[src/rtl/rng_pkg.sv]
package rng_pkg;
  typedef enum logic [1:0] {
    MODE_RUN   = 2'd0,
    MODE_LOAD  = 2'd1,
    MODE_DEBUG = 2'd2
  } mode_e;
endpackage

[src/rtl/rng_lfsr.sv]
module rng_lfsr
  import rng_pkg::*;
#(
  parameter int unsigned    LEN  = 29,
  parameter logic [LEN-1:0] TAPS = 29'h1400_0000,
  parameter logic [LEN-1:0] DBG  = 29'h0000_0001
) (
  input  logic  clk_i,
  input  logic  rst_ni,
  input  mode_e mode_i,
  input  logic  step_i,
  input  logic  ser_i,
  output logic  tail_o,
  output logic  zero_o
);
  localparam logic [LEN-1:0] ONE = LEN'(1);

  logic [LEN-1:0] state_q;
  logic           fb;

  assign fb     = ^(state_q & TAPS);
  assign tail_o = state_q[LEN-1];
  assign zero_o = (state_q == '0);

  always_ff @(posedge clk_i or negedge rst_ni) begin
    if (!rst_ni)                  state_q <= DBG;
    else if (mode_i == MODE_DEBUG) state_q <= DBG;
    else if (mode_i == MODE_LOAD)  state_q <= {state_q[LEN-2:0], ser_i};
    else if (zero_o)               state_q <= ONE;
    else if (step_i)               state_q <= {state_q[LEN-2:0], fb};
  end


  a_r8_debug_load: assert property (@(posedge clk_i) disable iff (!rst_ni)
    mode_i == MODE_DEBUG |=> state_q == DBG);

  a_r6_serial_in: assert property (@(posedge clk_i) disable iff (!rst_ni)
    mode_i == MODE_LOAD |=> state_q[0] == $past(ser_i));

  a_r9_zero_fix: assert property (@(posedge clk_i) disable iff (!rst_ni)
    (mode_i == MODE_RUN && zero_o) |=> state_q == ONE);

  a_r2_no_lockup: assert property (@(posedge clk_i) disable iff (!rst_ni)
    (mode_i == MODE_RUN && step_i && !zero_o) |=> !zero_o);
endmodule

[src/rtl/rng_packer.sv]
module rng_packer #(
  parameter int unsigned WORD_W = 8
) (
  input  logic              clk_i,
  input  logic              rst_ni,
  input  logic              clear_i,
  input  logic              step_i,
  input  logic              bit_i,
  output logic              bit_o,
  output logic [WORD_W-1:0] word_o,
  output logic              valid_o
);
  localparam int unsigned CW = (WORD_W > 1) ? $clog2(WORD_W) : 1;
  localparam logic [CW-1:0] LAST = CW'(WORD_W - 1);

  logic [CW-1:0]     cnt_q;
  logic [WORD_W-1:0] acc_q, acc_nxt;

  generate
    if (WORD_W > 1) begin : g_wide
      assign acc_nxt = {bit_i, acc_q[WORD_W-1:1]};
    end else begin : g_single
      assign acc_nxt = bit_i;
    end
  endgenerate

  always_ff @(posedge clk_i or negedge rst_ni) begin
    if (!rst_ni) begin
      cnt_q   <= '0;
      acc_q   <= '0;
      word_o  <= '0;
      bit_o   <= 1'b0;
      valid_o <= 1'b0;
    end else if (clear_i) begin
      cnt_q   <= '0;
      valid_o <= 1'b0;
    end else if (step_i) begin
      bit_o <= bit_i;
      acc_q <= acc_nxt;
      if (cnt_q == LAST) begin
        cnt_q   <= '0;
        word_o  <= acc_nxt;
        valid_o <= 1'b1;
      end else begin
        cnt_q   <= cnt_q + 1'b1;
        valid_o <= 1'b0;
      end
    end else begin
      valid_o <= 1'b0;
    end
  end


  a_r7_held_on_clear: assert property (@(posedge clk_i) disable iff (!rst_ni)
    clear_i |=> (!valid_o && $stable(bit_o) && $stable(word_o)));

  a_r5_idle_hold: assert property (@(posedge clk_i) disable iff (!rst_ni)
    (!clear_i && !step_i) |=> ($stable(bit_o) && $stable(word_o) && !valid_o));

  a_r4_word_only_on_valid: assert property (@(posedge clk_i) disable iff (!rst_ni)
    !valid_o |-> $stable(word_o));
endmodule

[src/rtl/rng_combo_top.sv]
module rng_combo_top
  import rng_pkg::*;
#(
  parameter int unsigned   LEN_A  = 29,
  parameter int unsigned   LEN_B  = 31,
  parameter int unsigned   LEN_C  = 33,
  parameter logic [LEN_A-1:0] TAPS_A = 29'h1400_0000,
  parameter logic [LEN_B-1:0] TAPS_B = 31'h4800_0000,
  parameter logic [LEN_C-1:0] TAPS_C = 33'h1_0008_0000,
  parameter logic [LEN_A-1:0] DBG_A  = 29'h0ACE_1234,
  parameter logic [LEN_B-1:0] DBG_B  = 31'h1357_9BDF,
  parameter logic [LEN_C-1:0] DBG_C  = 33'h0_2468_ACE1,
  parameter int unsigned   WORD_W = 8
) (
  input  logic              clk_i,
  input  logic              rst_ni,
  input  logic              seed_bit_i,
  input  logic              seed_valid_i,
  input  logic              debug_seed_sel_i,
  input  logic              en_i,
  output logic              bit_o,
  output logic [WORD_W-1:0] word_o,
  output logic              word_valid_o
);
  mode_e mode;
  logic  tail_a, tail_b, tail_c;
  logic  zero_a, zero_b, zero_c;
  logic  any_zero, step, comb;

  assign mode = debug_seed_sel_i ? MODE_DEBUG :
                seed_valid_i     ? MODE_LOAD  : MODE_RUN;
  assign any_zero = zero_a | zero_b | zero_c;
  assign step     = en_i && (mode == MODE_RUN) && !any_zero;
  assign comb     = tail_a ^ tail_b ^ tail_c;

  rng_lfsr #(.LEN(LEN_A), .TAPS(TAPS_A), .DBG(DBG_A)) u_a (
    .clk_i, .rst_ni, .mode_i(mode), .step_i(step), .ser_i(seed_bit_i),
    .tail_o(tail_a), .zero_o(zero_a));
  rng_lfsr #(.LEN(LEN_B), .TAPS(TAPS_B), .DBG(DBG_B)) u_b (
    .clk_i, .rst_ni, .mode_i(mode), .step_i(step), .ser_i(tail_a),
    .tail_o(tail_b), .zero_o(zero_b));
  rng_lfsr #(.LEN(LEN_C), .TAPS(TAPS_C), .DBG(DBG_C)) u_c (
    .clk_i, .rst_ni, .mode_i(mode), .step_i(step), .ser_i(tail_b),
    .tail_o(tail_c), .zero_o(zero_c));

  rng_packer #(.WORD_W(WORD_W)) u_pack (
    .clk_i, .rst_ni, .clear_i(mode != MODE_RUN), .step_i(step), .bit_i(comb),
    .bit_o(bit_o), .word_o(word_o), .valid_o(word_valid_o));


  a_r3_bit_is_xor: assert property (@(posedge clk_i) disable iff (!rst_ni)
    step |=> bit_o == $past(comb));

  a_r7_no_valid_in_seed: assert property (@(posedge clk_i) disable iff (!rst_ni)
    (seed_valid_i || debug_seed_sel_i) |=> !word_valid_o);
endmodule

[config.mk]
export PLATFORM = sky130hd
export DESIGN_NAME = rng_combo_top
export DESIGN_NICKNAME = d
export VERILOG_FILES = /design/src/rtl/rng_pkg.sv /design/src/rtl/rng_lfsr.sv /design/src/rtl/rng_packer.sv /design/src/rtl/rng_combo_top.sv
export SDC_FILE = /design/constraint.sdc
export NUM_CORES = 1
export LEC_CHECK = 0
export BUFFER_PORTS_ARGS = -buffer_cell sky130_fd_sc_hd__buf_2
export CAP_MARGIN = 5
export CORE_MARGIN = 5
export CORE_UTILIZATION = 55
export DETAILED_ROUTE_END_ITERATION = 10
export PLACE_DENSITY = 0.83
export SLEW_MARGIN = 10
export SYNTH_ARGS = -nofsm -noshare
export SYNTH_HDL_FRONTEND = slang
export SYNTH_SLANG_ARGS = --single-unit
[constraint.sdc]
create_clock -name clk_i -period 2 [get_ports clk_i]
set_input_delay 0.1 -clock clk_i [delete_from_list [all_inputs] [get_ports clk_i]]
set_output_delay 0.1 -clock clk_i [all_outputs]
set_load 0.01 [all_outputs]
==> metrics.sh <==
CLOCK_TREE.HTREE_LEVEL_COUNT=3
SIGNED_AREA_CHANGE_FROM_THE_SYNTHESIZED_NETLIST_TO_THE_FINAL_LAYOUT_PCT=37.0
GRT_ANTENNA_BEFORE_REPAIR=0
TIMING.FINAL.CRIT_SHARE_PCT=121
CTS_TREE='yes'
SYNTH.DISTINCT_CELLS=35
YS_WARNINGS=0
DRV.MAX_CAP_VIOLATION_COUNT=0
STARTPOINT_TYPE='flop'
SYNTH_COMPOUND_AREA_SHARE_PCT=1.97
DETAILED_PLACER_S_ENDING_HPWL_UM=7110
FIRSTDRTPASSITERS=7
GP_CONGESTION=0.801
VDD.IR_DROP.WORST_V=0.000369
WORST_SETUP_PATH_ENDPOINT='u_c.state_q[32]'
CRIT-REG2REG-CAPTURE='u_c.state_q[32]'
TIMING.FINAL.WS_SETUP_PS=-410
MAX_FREQ_MHz=415
POSTSYNTH.ASYNCRESETSHARE_PCT=100
DRC=0
WORSTPATHMAXFANOUT=7
DRT-WIRELENGTH-PER-CELL_UM=23.3
ANTENNA_VIOLATING_NETS_POST_ROUTE=0
GRT_MAX_DEGREE=68
COMBINATIONAL_FAMILY_WITH_THE_MOST_AREA_AFTER_SYNTHESIS='multiplexers'
MINIMUM_CLOCK_PERIOD_AFTER_LAYOUT_PS=2410
CLK_PATH_BUF_DEPTH=2
SYNTH-SEQ-CELLS=112
LAUNCHING_POINT_OF_THE_WORST_REG2REG_PATH='u_c.state_q[15]'
SETUP-TNS-FINAL_PS=-35410
FIN_TOTAL_PWR_mW=5.19
NUMCTSBUFFERS=9
CTS.ROOT.BUFFER_CELL='clkbuf_8'
CTS_NUM_SINKS=112
CP.ARRIVAL_PS=2680
FINAL.FILL_COUNT=468
REQUIRED_PS=2270
GRT_USAGE_PCT=25.6
WORST-R2R-SETUP-SLACK_PS=-410
AREA_OF_THE_MULTI_INPUT_GATES_UM2=2440
SYN-MEAN-INSTANCE-AREA_UM2=11.6
RUN_STATUS='finished with violations'
SYNTH_ENABLE_FLOP_CELLS=0
CRIT_PATH_END_KIND='flop'
SETUP_CLOCK_SKEW_AFTER_LAYOUT_PS=20.6
SHARE_OF_LAYOUT_CELLS_ABOVE_DRIVE_STRENGTH_1_PCT=50.9
SYN-INSTANCE-COUNT=444
TOTAL_LEAKAGE_POWER_nW=3.56
CORE_UM2=9200
FINALHOLDWORSTSLACK_PS=196
TIMING.SLEW.HEADROOM_PCT=54.5
SYNTH_FLOP_CELL='dfrtp_1'
POWER_PER_CELL_AREA_nW_PER_UM2=734
MAPPEDNETLISTNETS=452
FINAL_MAX_TRAN_VIOLS=0
GRT_PASS1_WL_UM=22700
MULTIPLEXER_SHARE_OF_THE_SYNTHESIZED_AREA_PCT=22.7
IO_BUFFER_COUNT=15
POST-ROUTE-CELL-AREA_UM2=7070
GRT_PASS1_VIAS=4389
FLOORPLAN.ROWS=35
GRT_OVERFLOW_TOTAL=0
RSZ_0062_RAISED_AFTER_GLOBAL_ROUTING='yes'
FINAL_WL_UM=16000
VIASPERCELL=6.19
CLKSLEWWORSTSETUPHOLDPATHS_PS=110
WORSTSKEWPAIRLATENCY_PS=390
ROUTE.VIAS.TOTAL=4254
FINAL_SETUP_VIOLS=112
TIMING_HOLD_VIOLATIONS_FINAL=0
CRIT_TYPE='flop to flop'
HP-CLASS='primary input to flop'
FP.DIEAREA_UM2=11400
YOSYS.AREA_SHARE.SIMPLE_PCT=13.0
SYNTH-SEQ-AREA-SHARE_PCT=55.4
DIE_H_UM=107
POST_SYNTH_XOR_AREA_FRACTION_PCT=0.849
SYNTH_CELL_AREA_UM2=5160
HORIZONTAL_DIE_DIMENSION_UM=107
START_UTIL_PCT=56.1
VIOLATIONS='setup timing'
ANTENNA-DIODE-COUNT=0
YOSYS.AREA_SHARE.ADDER_PCT=0.485
FINAL_NET_COUNT=579
DR.FIRST_ITER.DRC_COUNT=542
TIGHTEST_SLEW_PS=683
SEQUENTIAL_CELL_AREA_UM2=2860
DETAILED_PLACE.AREA_UM2=5960
WORST_SETUP_PATH_STARTPOINT='u_c.state_q[15]'
PIN_COUNT=16
WORST_R2R_PATH_DEPTH=7
## cells in the mapped netlist (2+ instances only)
cell type   n  share of area [%]
ha_1        2               0.49
buf_4       5               0.73
nand2_1     3               0.22
mux2i_1    47                9.1
mux2_2     62                 14
inv_1      46                3.3
dfstp_2    45                 23
buf_2       4               0.39
nor2_1     73                5.3
or3_1       2               0.24
dfrtp_1    67                 33
nor2b_1    22                2.7
buf_6       2               0.44
nor4_1     20                2.4
o31ai_1     3               0.44
nand4_1     6               0.73
or2_2       2               0.24
clkbuf_1   10               0.73
xnor2_1     4               0.68
nor3_1      4               0.39
## metrics by stage
step / setup WS [ps] / std cells / utilization [%]
floorplan: -39.6 / 444 / -
global placement: -259 / 635 / 64.9
detailed placement: -373 / 635 / 64.9
CTS: -227 / 684 / 74.5
global route: -502 / 687 / 76.8
finish: -410 / 687 / 76.8
## kinds of logic (layout without fill, tap and decap cells)
family | count (synthesis) | count (layout)
AND/OR/NAND/NOR | 136 | 136
flip-flops | 112 | 112
adder cells (fa/ha/maj) | 2 | 2
multiplexers | 109 | 109
buffers and inverters | 67 | 197
AO/OA/AOI/OAI | 13 | 15
XOR/XNOR | 5 | 5
## final cells by class
type | count | share of cell area, %
Timing Repair Buffer | 135 | 17.7
Inverter | 46 | 2.44
Multi-Input combinational cell | 267 | 34.5
Clock inverter | 5 | 0.903
Sequential cell | 112 | 40.5
Clock buffer | 11 | 2.00
Tap cell | 111 | 1.97
## power by group
group,switching (mW),internal (mW),total (mW)
Sequential,0.212,2.55,2.76
Clock,0.837,0.630,1.47
Combinational,0.452,0.513,0.965
Total,1.50,3.69,5.19
## timing repair
item	4_1_cts	5_1_grt
setup endpoints to repair	112	112
hold endpoints to repair	19	0
pin swaps	16	15
gates resized for setup	72	37
cloned	5	2
setup buffers	27	2
hold buffers	1	0
## worst min-delay path by stage
stage / cells after the start / slack (ps) / startpoint / to
floorplan: 0 / -200 / rst_ni / u_a.state_q[0]
global placement: 1 / 110 / rst_ni / u_b.state_q[26]
CTS: 5 / 130 / seed_bit_i / u_a.state_q[0]
detailed placement: 1 / 120 / rst_ni / u_b.state_q[23]
global route: 3 / 160 / seed_valid_i / u_c.state_q[0]
finish: 3 / 200 / seed_valid_i / u_c.state_q[0]
## state kept, by name, summed over array words and instances, names as in the netlist
| name | count |
|---|---|
| u_pack.acc_q | 6 |
| u_pack.bit_o | 1 |
| u_a.state_q | 29 |
| u_b.state_q | 31 |
| u_c.state_q | 33 |
| u_pack.word_o | 8 |
| u_pack.cnt_q | 3 |
| u_pack.valid_o | 1 |
## placed cells by master, fill, tap and decap left out, types with 3 or more instances in the layout
cell	count
buf_16	3
a31o_4	3
nor4_1	7
nor2b_1	22
buf_4	87
mux2i_2	5
nor4_4	5
mux2_2	31
clkbuf_8	10
nor4_2	8
mux2_4	31
inv_1	46
buf_8	5
nand2_1	3
buf_6	17
nand4_1	6
dfstp_2	45
xnor2_1	4
mux2i_1	41
nor2_1	72
buf_12	6
dfrtp_1	67
buf_2	14
## worst max-delay path, cell delays in order (launching register included)
cell	delay (ps)
dfstp_2	410
nor4_4	300
nand4_1	240
buf_4	230
o31ai_4	310
o21bai_4	260
clkbuf_16	230
mux2_4	310
## per-layer routing
layer	up-vias	share of wire [%]	GRT usage, %	wire length [um]
met2	264	50	46.5	7980
met3	99	6.3	4.33	1010
met5	-	0	0	0
li1	1744	-	-	-
met4	0	6.6	10.3	1060
met1	2147	37	30.0	5970
No activity file was read; power rests on OpenSTA's default activity.
